### src/rtl/md5_pad_pkg.sv
package md5_pad_pkg;
  parameter int BYTE_W      = 8;
  parameter int WORD_W      = 32;
  parameter int CHUNK_WORDS = 16;
  parameter int LEN_W       = 64;

  localparam int ADDR_W     = $clog2(CHUNK_WORDS);
  localparam int LANES      = WORD_W / BYTE_W;
  localparam int LANE_W     = $clog2(LANES);
  localparam int LEN_LO_IDX = CHUNK_WORDS - 2;
  localparam logic [BYTE_W-1:0] MARKER = BYTE_W'(8'h80);

  typedef struct packed {
    logic takeByte;
    logic fillWord;
    logic withMarker;
    logic lenLo;
    logic lenHi;
    logic clearMsg;
  } padCtl_t;

  typedef enum logic [2:0] {
    ST_DATA,
    ST_FILL,
    ST_LENLO,
    ST_LENHI,
    ST_WAIT
  } padState_t;

  typedef enum logic [1:0] {
    RES_DATA,
    RES_FILL,
    RES_NEW
  } resume_t;
endpackage

### src/rtl/md5_pad_datapath.sv
module md5_pad_datapath
  import md5_pad_pkg::*;
(
  input  logic              clk,
  input  logic              rst,
  input  padCtl_t           ctl,
  input  logic [BYTE_W-1:0] inData,
  output logic [LANE_W-1:0] byteIdx,
  output logic [ADDR_W-1:0] wordIdx,
  output logic              wrEn,
  output logic [ADDR_W-1:0] wrAddr,
  output logic [WORD_W-1:0] wrData
);
  logic [WORD_W-1:0] wordReg;
  logic [WORD_W-1:0] packWord;
  logic [WORD_W-1:0] markWord;
  logic [LEN_W-1:0]  bitCount;
  logic              laneLast;

  assign laneLast = (byteIdx == LANE_W'(LANES - 1));

  // Lane muxes: incoming byte or marker goes to the current lane.
  for (genvar gi = 0; gi < LANES; gi++) begin : g_lane
    assign packWord[gi*BYTE_W +: BYTE_W] =
      (byteIdx == LANE_W'(gi)) ? inData : wordReg[gi*BYTE_W +: BYTE_W];
    assign markWord[gi*BYTE_W +: BYTE_W] =
      (byteIdx == LANE_W'(gi)) ? MARKER : wordReg[gi*BYTE_W +: BYTE_W];
  end

  always_ff @(posedge clk) begin
    if (rst) begin
      wordReg  <= '0;
      byteIdx  <= '0;
      wordIdx  <= '0;
      bitCount <= '0;
      wrEn     <= 1'b0;
      wrAddr   <= '0;
      wrData   <= '0;
    end else begin
      wrEn <= 1'b0;
      if (ctl.clearMsg) begin
        wordReg  <= '0;
        byteIdx  <= '0;
        wordIdx  <= '0;
        bitCount <= '0;
      end else if (ctl.takeByte) begin
        bitCount <= bitCount + LEN_W'(BYTE_W);
        byteIdx  <= byteIdx + 1'b1;
        if (laneLast) begin
          wrEn    <= 1'b1;
          wrAddr  <= wordIdx;
          wrData  <= packWord;
          wordIdx <= wordIdx + 1'b1;
          wordReg <= '0;
        end else begin
          wordReg <= packWord;
        end
      end else if (ctl.fillWord) begin
        wrEn    <= 1'b1;
        wrAddr  <= wordIdx;
        wrData  <= ctl.withMarker ? markWord : '0;
        wordIdx <= wordIdx + 1'b1;
        byteIdx <= '0;
        wordReg <= '0;
      end else if (ctl.lenLo || ctl.lenHi) begin
        wrEn    <= 1'b1;
        wrAddr  <= wordIdx;
        wrData  <= ctl.lenLo ? bitCount[WORD_W-1:0] : bitCount[LEN_W-1:WORD_W];
        wordIdx <= wordIdx + 1'b1;
      end
    end
  end

  // back-to-back writes walk the chunk addresses upward by one
  a_r1_addr_step: assert property (@(posedge clk) disable iff (rst)
    (wrEn && $past(wrEn)) |-> (wrAddr == $past(wrAddr) + 1'b1));
endmodule

### src/rtl/md5_pad_control.sv
module md5_pad_control
  import md5_pad_pkg::*;
(
  input  logic              clk,
  input  logic              rst,
  input  logic              inValid,
  input  logic              inLast,
  input  logic              inEmpty,
  input  logic              chunkAck,
  input  logic              wrEn,
  input  logic [LANE_W-1:0] byteIdx,
  input  logic [ADDR_W-1:0] wordIdx,
  output logic              inReady,
  output logic              chunkReady,
  output padCtl_t           ctl
);
  padState_t state;
  resume_t   resume;
  logic      markerPending;
  logic      chunkFull;
  logic      ackTaken;

  always_comb begin
    ctl        = '0;
    inReady    = (state == ST_DATA);
    chunkReady = (state == ST_WAIT) && !wrEn;
    ackTaken   = chunkReady && chunkAck;
    unique case (state)
      ST_DATA:  ctl.takeByte = inValid && !(inLast && inEmpty);
      ST_FILL: begin
        ctl.fillWord   = 1'b1;
        ctl.withMarker = markerPending;
      end
      ST_LENLO: ctl.lenLo = 1'b1;
      ST_LENHI: ctl.lenHi = 1'b1;
      ST_WAIT:  ctl.clearMsg = ackTaken && (resume == RES_NEW);
      default:  ;
    endcase
    chunkFull = ctl.takeByte && (byteIdx == LANE_W'(LANES - 1)) &&
                (wordIdx == ADDR_W'(CHUNK_WORDS - 1));
  end

  always_ff @(posedge clk) begin
    if (rst) begin
      state         <= ST_DATA;
      resume        <= RES_DATA;
      markerPending <= 1'b0;
    end else begin
      unique case (state)
        ST_DATA: begin
          if (inValid) begin
            if (inLast) begin
              markerPending <= 1'b1;
              if (chunkFull) begin
                state  <= ST_WAIT;
                resume <= RES_FILL;
              end else begin
                state <= ST_FILL;
              end
            end else if (chunkFull) begin
              state  <= ST_WAIT;
              resume <= RES_DATA;
            end
          end
        end
        ST_FILL: begin
          markerPending <= 1'b0;
          if (wordIdx == ADDR_W'(LEN_LO_IDX - 1)) begin
            state <= ST_LENLO;
          end else if (wordIdx == ADDR_W'(CHUNK_WORDS - 1)) begin
            state  <= ST_WAIT;
            resume <= RES_FILL;
          end
        end
        ST_LENLO: state <= ST_LENHI;
        ST_LENHI: begin
          state  <= ST_WAIT;
          resume <= RES_NEW;
        end
        ST_WAIT: begin
          if (ackTaken) begin
            state <= (resume == RES_FILL) ? ST_FILL : ST_DATA;
          end
        end
        default: state <= ST_DATA;
      endcase
    end
  end

  // a raised chunkReady is held until acknowledged
  a_r8_hold_until_ack: assert property (@(posedge clk) disable iff (rst)
    (chunkReady && !chunkAck) |=> chunkReady);

  // waiting only ever happens on a chunk boundary
  a_r8_wait_on_boundary: assert property (@(posedge clk) disable iff (rst)
    (state == ST_WAIT) |-> (wordIdx == '0));

  // the low length word is written at word 14
  a_r4_len_slot: assert property (@(posedge clk) disable iff (rst)
    (state == ST_LENLO) |-> (wordIdx == ADDR_W'(LEN_LO_IDX)));

  // after a padding word the byte lane is back at zero
  a_r3_fill_lane_clear: assert property (@(posedge clk) disable iff (rst)
    $past(state == ST_FILL) |-> (byteIdx == '0));
endmodule

### src/rtl/md5_pad_stream.sv
module md5_pad_stream
  import md5_pad_pkg::*;
(
  input  logic              clk,
  input  logic              rst,
  input  logic              inValid,
  input  logic [BYTE_W-1:0] inData,
  input  logic              inLast,
  input  logic              inEmpty,
  output logic              inReady,
  output logic              wrEn,
  output logic [ADDR_W-1:0] wrAddr,
  output logic [WORD_W-1:0] wrData,
  output logic              chunkReady,
  input  logic              chunkAck
);
  padCtl_t           ctl;
  logic [LANE_W-1:0] byteIdx;
  logic [ADDR_W-1:0] wordIdx;

  md5_pad_control u_ctrl (
    .clk        (clk),
    .rst        (rst),
    .inValid    (inValid),
    .inLast     (inLast),
    .inEmpty    (inEmpty),
    .chunkAck   (chunkAck),
    .wrEn       (wrEn),
    .byteIdx    (byteIdx),
    .wordIdx    (wordIdx),
    .inReady    (inReady),
    .chunkReady (chunkReady),
    .ctl        (ctl)
  );

  md5_pad_datapath u_dp (
    .clk     (clk),
    .rst     (rst),
    .ctl     (ctl),
    .inData  (inData),
    .byteIdx (byteIdx),
    .wordIdx (wordIdx),
    .wrEn    (wrEn),
    .wrAddr  (wrAddr),
    .wrData  (wrData)
  );
endmodule

### config.mk
export PLATFORM = sky130hd
export DESIGN_NAME = md5_pad_stream
export DESIGN_NICKNAME = d
export VERILOG_FILES = /design/src/rtl/md5_pad_pkg.sv /design/src/rtl/md5_pad_datapath.sv /design/src/rtl/md5_pad_control.sv /design/src/rtl/md5_pad_stream.sv
export SDC_FILE = /design/constraint.sdc
export NUM_CORES = 1
export LEC_CHECK = 0
export BUFFER_PORTS_ARGS = -buffer_cell sky130_fd_sc_hd__buf_2
export CORE_MARGIN = 2
export CORE_UTILIZATION = 25
export CTS_BUF_LIST = sky130_fd_sc_hd__clkbuf_8
export CTS_CLUSTER_DIAMETER = 120
export DETAILED_ROUTE_END_ITERATION = 10
export SYNTH_ARGS = -nofsm -noshare
export SYNTH_HDL_FRONTEND = slang
export SYNTH_SLANG_ARGS = --single-unit
### constraint.sdc
create_clock -name clk -period 2.4 [get_ports clk]
set_input_delay 0.12 -clock clk [delete_from_list [all_inputs] [get_ports clk]]
set_output_delay 0.12 -clock clk [all_outputs]
set_load 0.05 [all_outputs]
# Word level (Yosys, flattened, before mapping)
# Index checks and enable logic that the tools add are counted.
op_classes:
  add_sub_neg: 3
  eq_ne: 20
  n_bitwise: 1
  muxes: 55
  reduce_logical: 22
op_table:
  columns: ["cell", "count"]
  rows:
  - ["32-bit 2-to-1 mux", 9]
  - ["64-bit by 4-bit adder with 64-bit output (second input constant)", 1]
  - ["8-bit 2-to-1 mux", 8]
  - ["4-bit 2-to-1 mux", 8]
  - ["3-bit 2-to-1 mux", 7]
  - ["2-bit 2-to-1 mux", 9]
  - ["3-bit case mux with 5 select lines", 1]
  - ["1-bit 2-to-1 mux", 11]
  - ["4-bit equality test (second input constant)", 2]
  - ["2-bit by 1-bit inequality test with 1-bit output (second input constant)", 4]
  - ["1-bit logical AND", 7]
  - ["2-bit equality test (second input constant)", 3]
  - ["3-bit by 2-bit equality test with 1-bit output (second input constant)", 2]
  - ["2-bit inequality test (second input constant)", 3]
  - ["2-bit case mux with 3 select lines", 1]
  - ["3-bit AND reduction", 2]
  - ["3-bit nonzero test", 2]
  - ["5-bit AND reduction", 1]
  - ["4-bit by 1-bit adder with 4-bit output (second input constant)", 1]
  - ["2-bit by 1-bit equality test with 1-bit output (second input constant)", 2]
  - ["4-bit AND reduction", 1]
  - ["2-bit nonzero test", 2]
  - ["3-bit by 1-bit equality test with 1-bit output (second input constant)", 1]
  - ["3-bit equality test (second input constant)", 1]
  - ["11 further kinds", 12]
totals:
  output_inout_bits: 39
  register_bits: 145

# Depth between registers and ports, before layout
logic_depth:
  ltp_word: 10
  mapped_depth: 9
  depth_no_buf: 7

# Modules after synthesis
# Synthesis repeated with hierarchy kept, for this count alone.
unflattened:
  hier_cells: 810
  area_unflattened_um2: 7009.2
modules_own_cells:
  columns: ["module", "area_each_um2", "n_inst", "cells_each"]
  rows:
  - ["md5_pad_datapath", 6556.3, 1, 755]
  - ["md5_pad_control", 452.9, 1, 55]

# Worst setup path before layout
# No wires, ideal clock.
synth_path:
  path_kind: "register -> register"
  startpoint: "reg u_ctrl.state[0]"
  endpoint: "reg u_dp.bitCount[50]"
  arrival_ns: 2.322
  path_stages_with_launch: 8
  setup_time_ns: 0.121
  synth_period_minus_slack_ns: 2.443
  slack_ns: -0.043
  n_path_buf: 2
  cell_sequence: "dfxtp_1 or3_1 buf_6 nor4_4 or4b_1 buf_2 nor4_2 mux2_2"
synth_via:
  elab_chain_len: 6
  word_cells_on_any_way: 8
  classes_between: "1 x eq/ne; 2 x mux; 5 x reduce/logical"
synth_lines:
  columns: ["item", "line_no", "rtl"]
  rows:
  - ["start, declared", "md5_pad_control.sv:17", "padState_t state;"]
  - ["start signal, assigned", "md5_pad_control.sv:82", "state <= (resume == RES_FILL) ? ST_FILL : ST_DATA;"]
  - ["3-bit equality test", "md5_pad_control.sv:26, md5_pad_control.sv:28", null]
  - ["1-bit logical AND", "md5_pad_control.sv:26", "chunkReady = (state == ST_WAIT) && !wrEn;"]
  - ["1-bit logical AND", "md5_pad_control.sv:27", "ackTaken = chunkReady && chunkAck;"]
  - ["1-bit logical AND", "md5_pad_control.sv:36", "ST_WAIT: ctl.clearMsg = ackTaken && (resume == RES_NEW);"]
  - ["1-bit 2-to-1 mux", "md5_pad_control.sv:28", "unique case (state)"]
  - ["2-bit OR reduction (no line)", null, null]
  - ["end signal, assigned", "md5_pad_datapath.sv:47", "bitCount <= bitCount + LEN_W'(BYTE_W);"]
  - ["end, declared", "md5_pad_datapath.sv:17", "logic [LEN_W-1:0] bitCount;"]
# Several ways; a longest one is shown, not always the timed one.
# A chain may end at the register's enable or synchronous reset.

# Worst setup path in the final report
layout_path:
  startpoint: "reg u_dp.bitCount[8]"
  endpoint: "reg u_dp.bitCount[45]"
layout_via:
  elab_chain_len: 1
layout_lines:
  columns: ["item", "line_no"]
  rows:
  - ["64-bit by 4-bit adder with 64-bit output", "md5_pad_datapath.sv:47"]
# Every way passes these cells.

==> run metrics <==
count of unique library cells instantiated by Yosys 64; initial antenna violation count 0; Final nets 971; layout cells sized above 1 0.181; worst vdd ir 0.341 mV; vias post-DR 6912; min-delay worst type input pin to flop; die area 29800 sq um; Post-synth ARST share 0; Die Wd 173 um; number of flops mapped to enable cells by yosys 0; r2r startpoint u_dp.bitCount[8]$_SDFFE_PP0P_; Slew @ Worst Pin 0.998 ns; gr ovfl total 0; crit path launch type flop; port bufs 52; Initial Util 0.255; Max Fanout on Critical Path 9; setup repair bufs after CTS 0; Synth Flop Type dfxtp_1; # DRC 0; Pwr Total 5.56 mW; clk sink count 142; r2r setup slk 0.18 ns; Final WS setup 0.179 ns; GRT Total Usage 0.153; Fillers 3011; worst reg2reg path depth 6; row count 61; First DRT Iteration DRCs 639; flop and latch count out of synthesis 142; crit path kind flop to flop; Top Ports 53; Post-Route Skew 0.0170 ns; crit path DAT 2.61 ns; htree depth 4; # Max-Cap Violations 0; status complete, no violations; register area share after synthesis 0.400; largest net degree at the start of global routing 55; fin crit share 0.925; pre-CTS WS 0.103 ns; r2r endpoint u_dp.bitCount[45]$_SDFFE_PP0P_; Final min period 2.22 ns; Avg Cell Area, Syn 8.22 sq um; FMAX 450 MHz; first-pass GRT wire length 36300 um; Num CTS Buffers 17; Final Hold Viols 0; leakage 2.96 nW; PD cells 642 nW/um^2; final wirelength 22800 um; root buffer cell clkbuf_8; CTS tree yes; core area 27900 sq um; Final Util 0.310; Avg WL per Cell 17.0 um; Net Count, Synth 887; RSZ-0062 raised after global routing no; clk slew on worst S/H paths 0.09 ns; TNS Setup 0 ns; Area Overhead vs Synth 21.7%; crit end category flop; 1st-pass router iterations 5; WHS Endpoint u_ctrl.markerPending$_SDFFE_PP0P_; clock latency on the worst-skew pair 0.47 ns; Syn. warnings 0; final setup fails 0; Syn Inst Count 866; hold_sp inValid; routability cong. 0.886; hold path depth 3; Cell Area, Synth 7110 sq um; Clock Path Buffers 2; antenna diode count 0; vias per cell 5.15; placed instance area 8150 sq um; CP Data Required Time 2.79 ns; post-route antenna net violation count 0; die height 173 um; cell area after layout 8660 sq um; Slew Viols, Final 0; via count of the first global-routing pass 6480; Max-slew headroom 0.332; Final HPWL DP 16600 um
## registers in the layout (all words and copies together), names as in the netlist
| register | count |
|---|---|
| u_ctrl.resume | 2 |
| u_dp.wrAddr | 4 |
| u_dp.wordReg | 32 |
| u_dp.wrEn | 1 |
| u_ctrl.markerPending | 1 |
| u_dp.wrData | 32 |
| u_dp.byteIdx | 2 |
| u_dp.bitCount | 61 |
| u_dp.wordIdx | 4 |
| u_ctrl.state | 3 |
## worst max-delay path, cell delays in order (launching register included)
cell and delay, ns:
dfxtp_1 0.40, and4_1 0.28, and4_1 0.41, buf_4 0.20
nand4_2 0.19, or4_1 0.52, a21oi_1 0.15
## power by group
| group | internal, mW | switching, mW |
|---|---|---|
| combinational | 0.310 | 0.738 |
| clock | 0.966 | 1.04 |
| sequential | 2.45 | 0.0603 |
| total | 3.72 | 1.83 |
## cells in the final DEF, fill, tap and decap left out, types with 6 or more instances in the layout
master	netlist	final
a21oi_1	99	99
nand2_1	56	56
and4_1	7	7
and2_1	10	10
buf_4	0	58
nor4_1	13	13
a32oi_1	8	8
nor3_1	18	18
o21ai_0	46	46
a22oi_1	14	14
mux2i_1	31	31
nor2b_1	7	7
o31ai_1	14	13
nor2_1	98	97
inv_1	17	17
ha_1	7	7
nand4_1	24	24
nor3b_1	7	6
nand3_1	33	32
buf_2	4	52
xnor2_1	13	13
or3_1	20	19
mux2_2	12	12
or4_1	15	15
a211oi_1	18	18
dfxtp_1	142	142
xor2_1	16	16
dlygate4sd3_1	0	9
clkbuf_8	0	18
## timing repair
action	in CTS	in global routing
setup endpoints to repair	0	4
resized for setup	0	3
hold buffers	9	0
endpoints found under the hold margin	11	0
## worst max path at each step
stage | start | endpoint | slack, ns | cells past startpoint
floorplan | u_ctrl.state[0]$_SDFFE_PP0P_ | u_dp.bitCount[63]$_SDFFE_PP0P_ | 0.02 | 9
global placement | u_ctrl.state[0]$_SDFFE_PP0P_ | u_dp.bitCount[32]$_SDFFE_PP0P_ | 0.12 | 6
detailed placement | u_ctrl.state[0]$_SDFFE_PP0P_ | u_dp.bitCount[32]$_SDFFE_PP0P_ | 0.10 | 6
CTS | u_ctrl.state[0]$_SDFFE_PP0P_ | u_dp.bitCount[30]$_SDFFE_PP0P_ | 0.08 | 6
global route | u_dp.bitCount[8]$_SDFFE_PP0P_ | u_dp.bitCount[63]$_SDFFE_PP0P_ | 0.02 | 6
finish | u_dp.bitCount[8]$_SDFFE_PP0P_ | u_dp.bitCount[45]$_SDFFE_PP0P_ | 0.18 | 6
## Yosys cell counts (2+ instances only)
cell	instances	area share
nor4_1	13	0.011
a311oi_1	2	0.0025
nor3_1	18	0.013
or2_2	2	0.0018
and2_1	10	0.0088
a31oi_1	4	0.0035
nand2_1	56	0.030
a221o_1	3	0.0042
or4_1	15	0.016
o22ai_1	5	0.0044
o41ai_1	3	0.0037
nand2b_1	3	0.0026
mux2_2	12	0.019
ha_1	7	0.012
o211ai_1	2	0.0021
nor2_1	98	0.052
xnor2_1	13	0.016
a32oi_1	8	0.0098
o2bb2ai_1	2	0.0025
o21ai_0	46	0.032
or3_1	20	0.018
a21oi_1	99	0.070
o31ai_1	14	0.015
nor2b_1	7	0.0062
buf_1	3	0.0016
dfxtp_1	142	0.40
nand4b_1	3	0.0037
clkbuf_1	49	0.026
a211oi_1	18	0.019
xor2_1	16	0.020
and4_1	7	0.0086
a31o_2	2	0.0025
buf_2	4	0.0028
a22oi_1	14	0.015
o22a_1	5	0.0062
nor3b_1	7	0.0074
nand3_1	33	0.023
inv_1	17	0.0090
mux2i_1	31	0.044
o221ai_1	2	0.0025
nand4_1	24	0.021
and3_1	5	0.0044
## per-layer routing
metal,wire (um),share of wire,up-vias,global-route usage
met5,0,0,-,0
li1,-,-,3371,-
met4,416,0.018,0,0.0484
met3,1320,0.058,32,0.0321
met2,10500,0.46,217,0.243
met1,10600,0.47,3292,0.209
## cells by family (layout without fill, tap and decap cells)
group,after synthesis,count (layout),share of synthesized area
simple gates,330,330,0.241
compound gates,240,240,0.207
flops,142,142,0.400
buf+inv,75,172,0.0413
mux,43,43,0.0626
xor+xnor,29,29,0.0357
fa+ha+maj,7,7,0.0123
## cell type report
type                    instances  area [sq um]  area share
repair buffers                122           846      0.0977
flip-flops and latches        142          2840       0.328
clock buffers                  18           248      0.0286
multi-input cells             649          4030       0.465
inverters                      18          67.6     0.00780
well taps                     378           473      0.0546
clock inverters                14           156      0.0181
## metrics by stage
step	instances	hold WS, ns
2_1_floorplan	866	0.286
3_3_place_gp	1300	0.439
3_5_place_dp	1300	0.446
4_1_cts	1341	0.00265
5_1_grt	1341	0.0200
6_report	1341	0.0239
(Power assumes the default switching activity.)
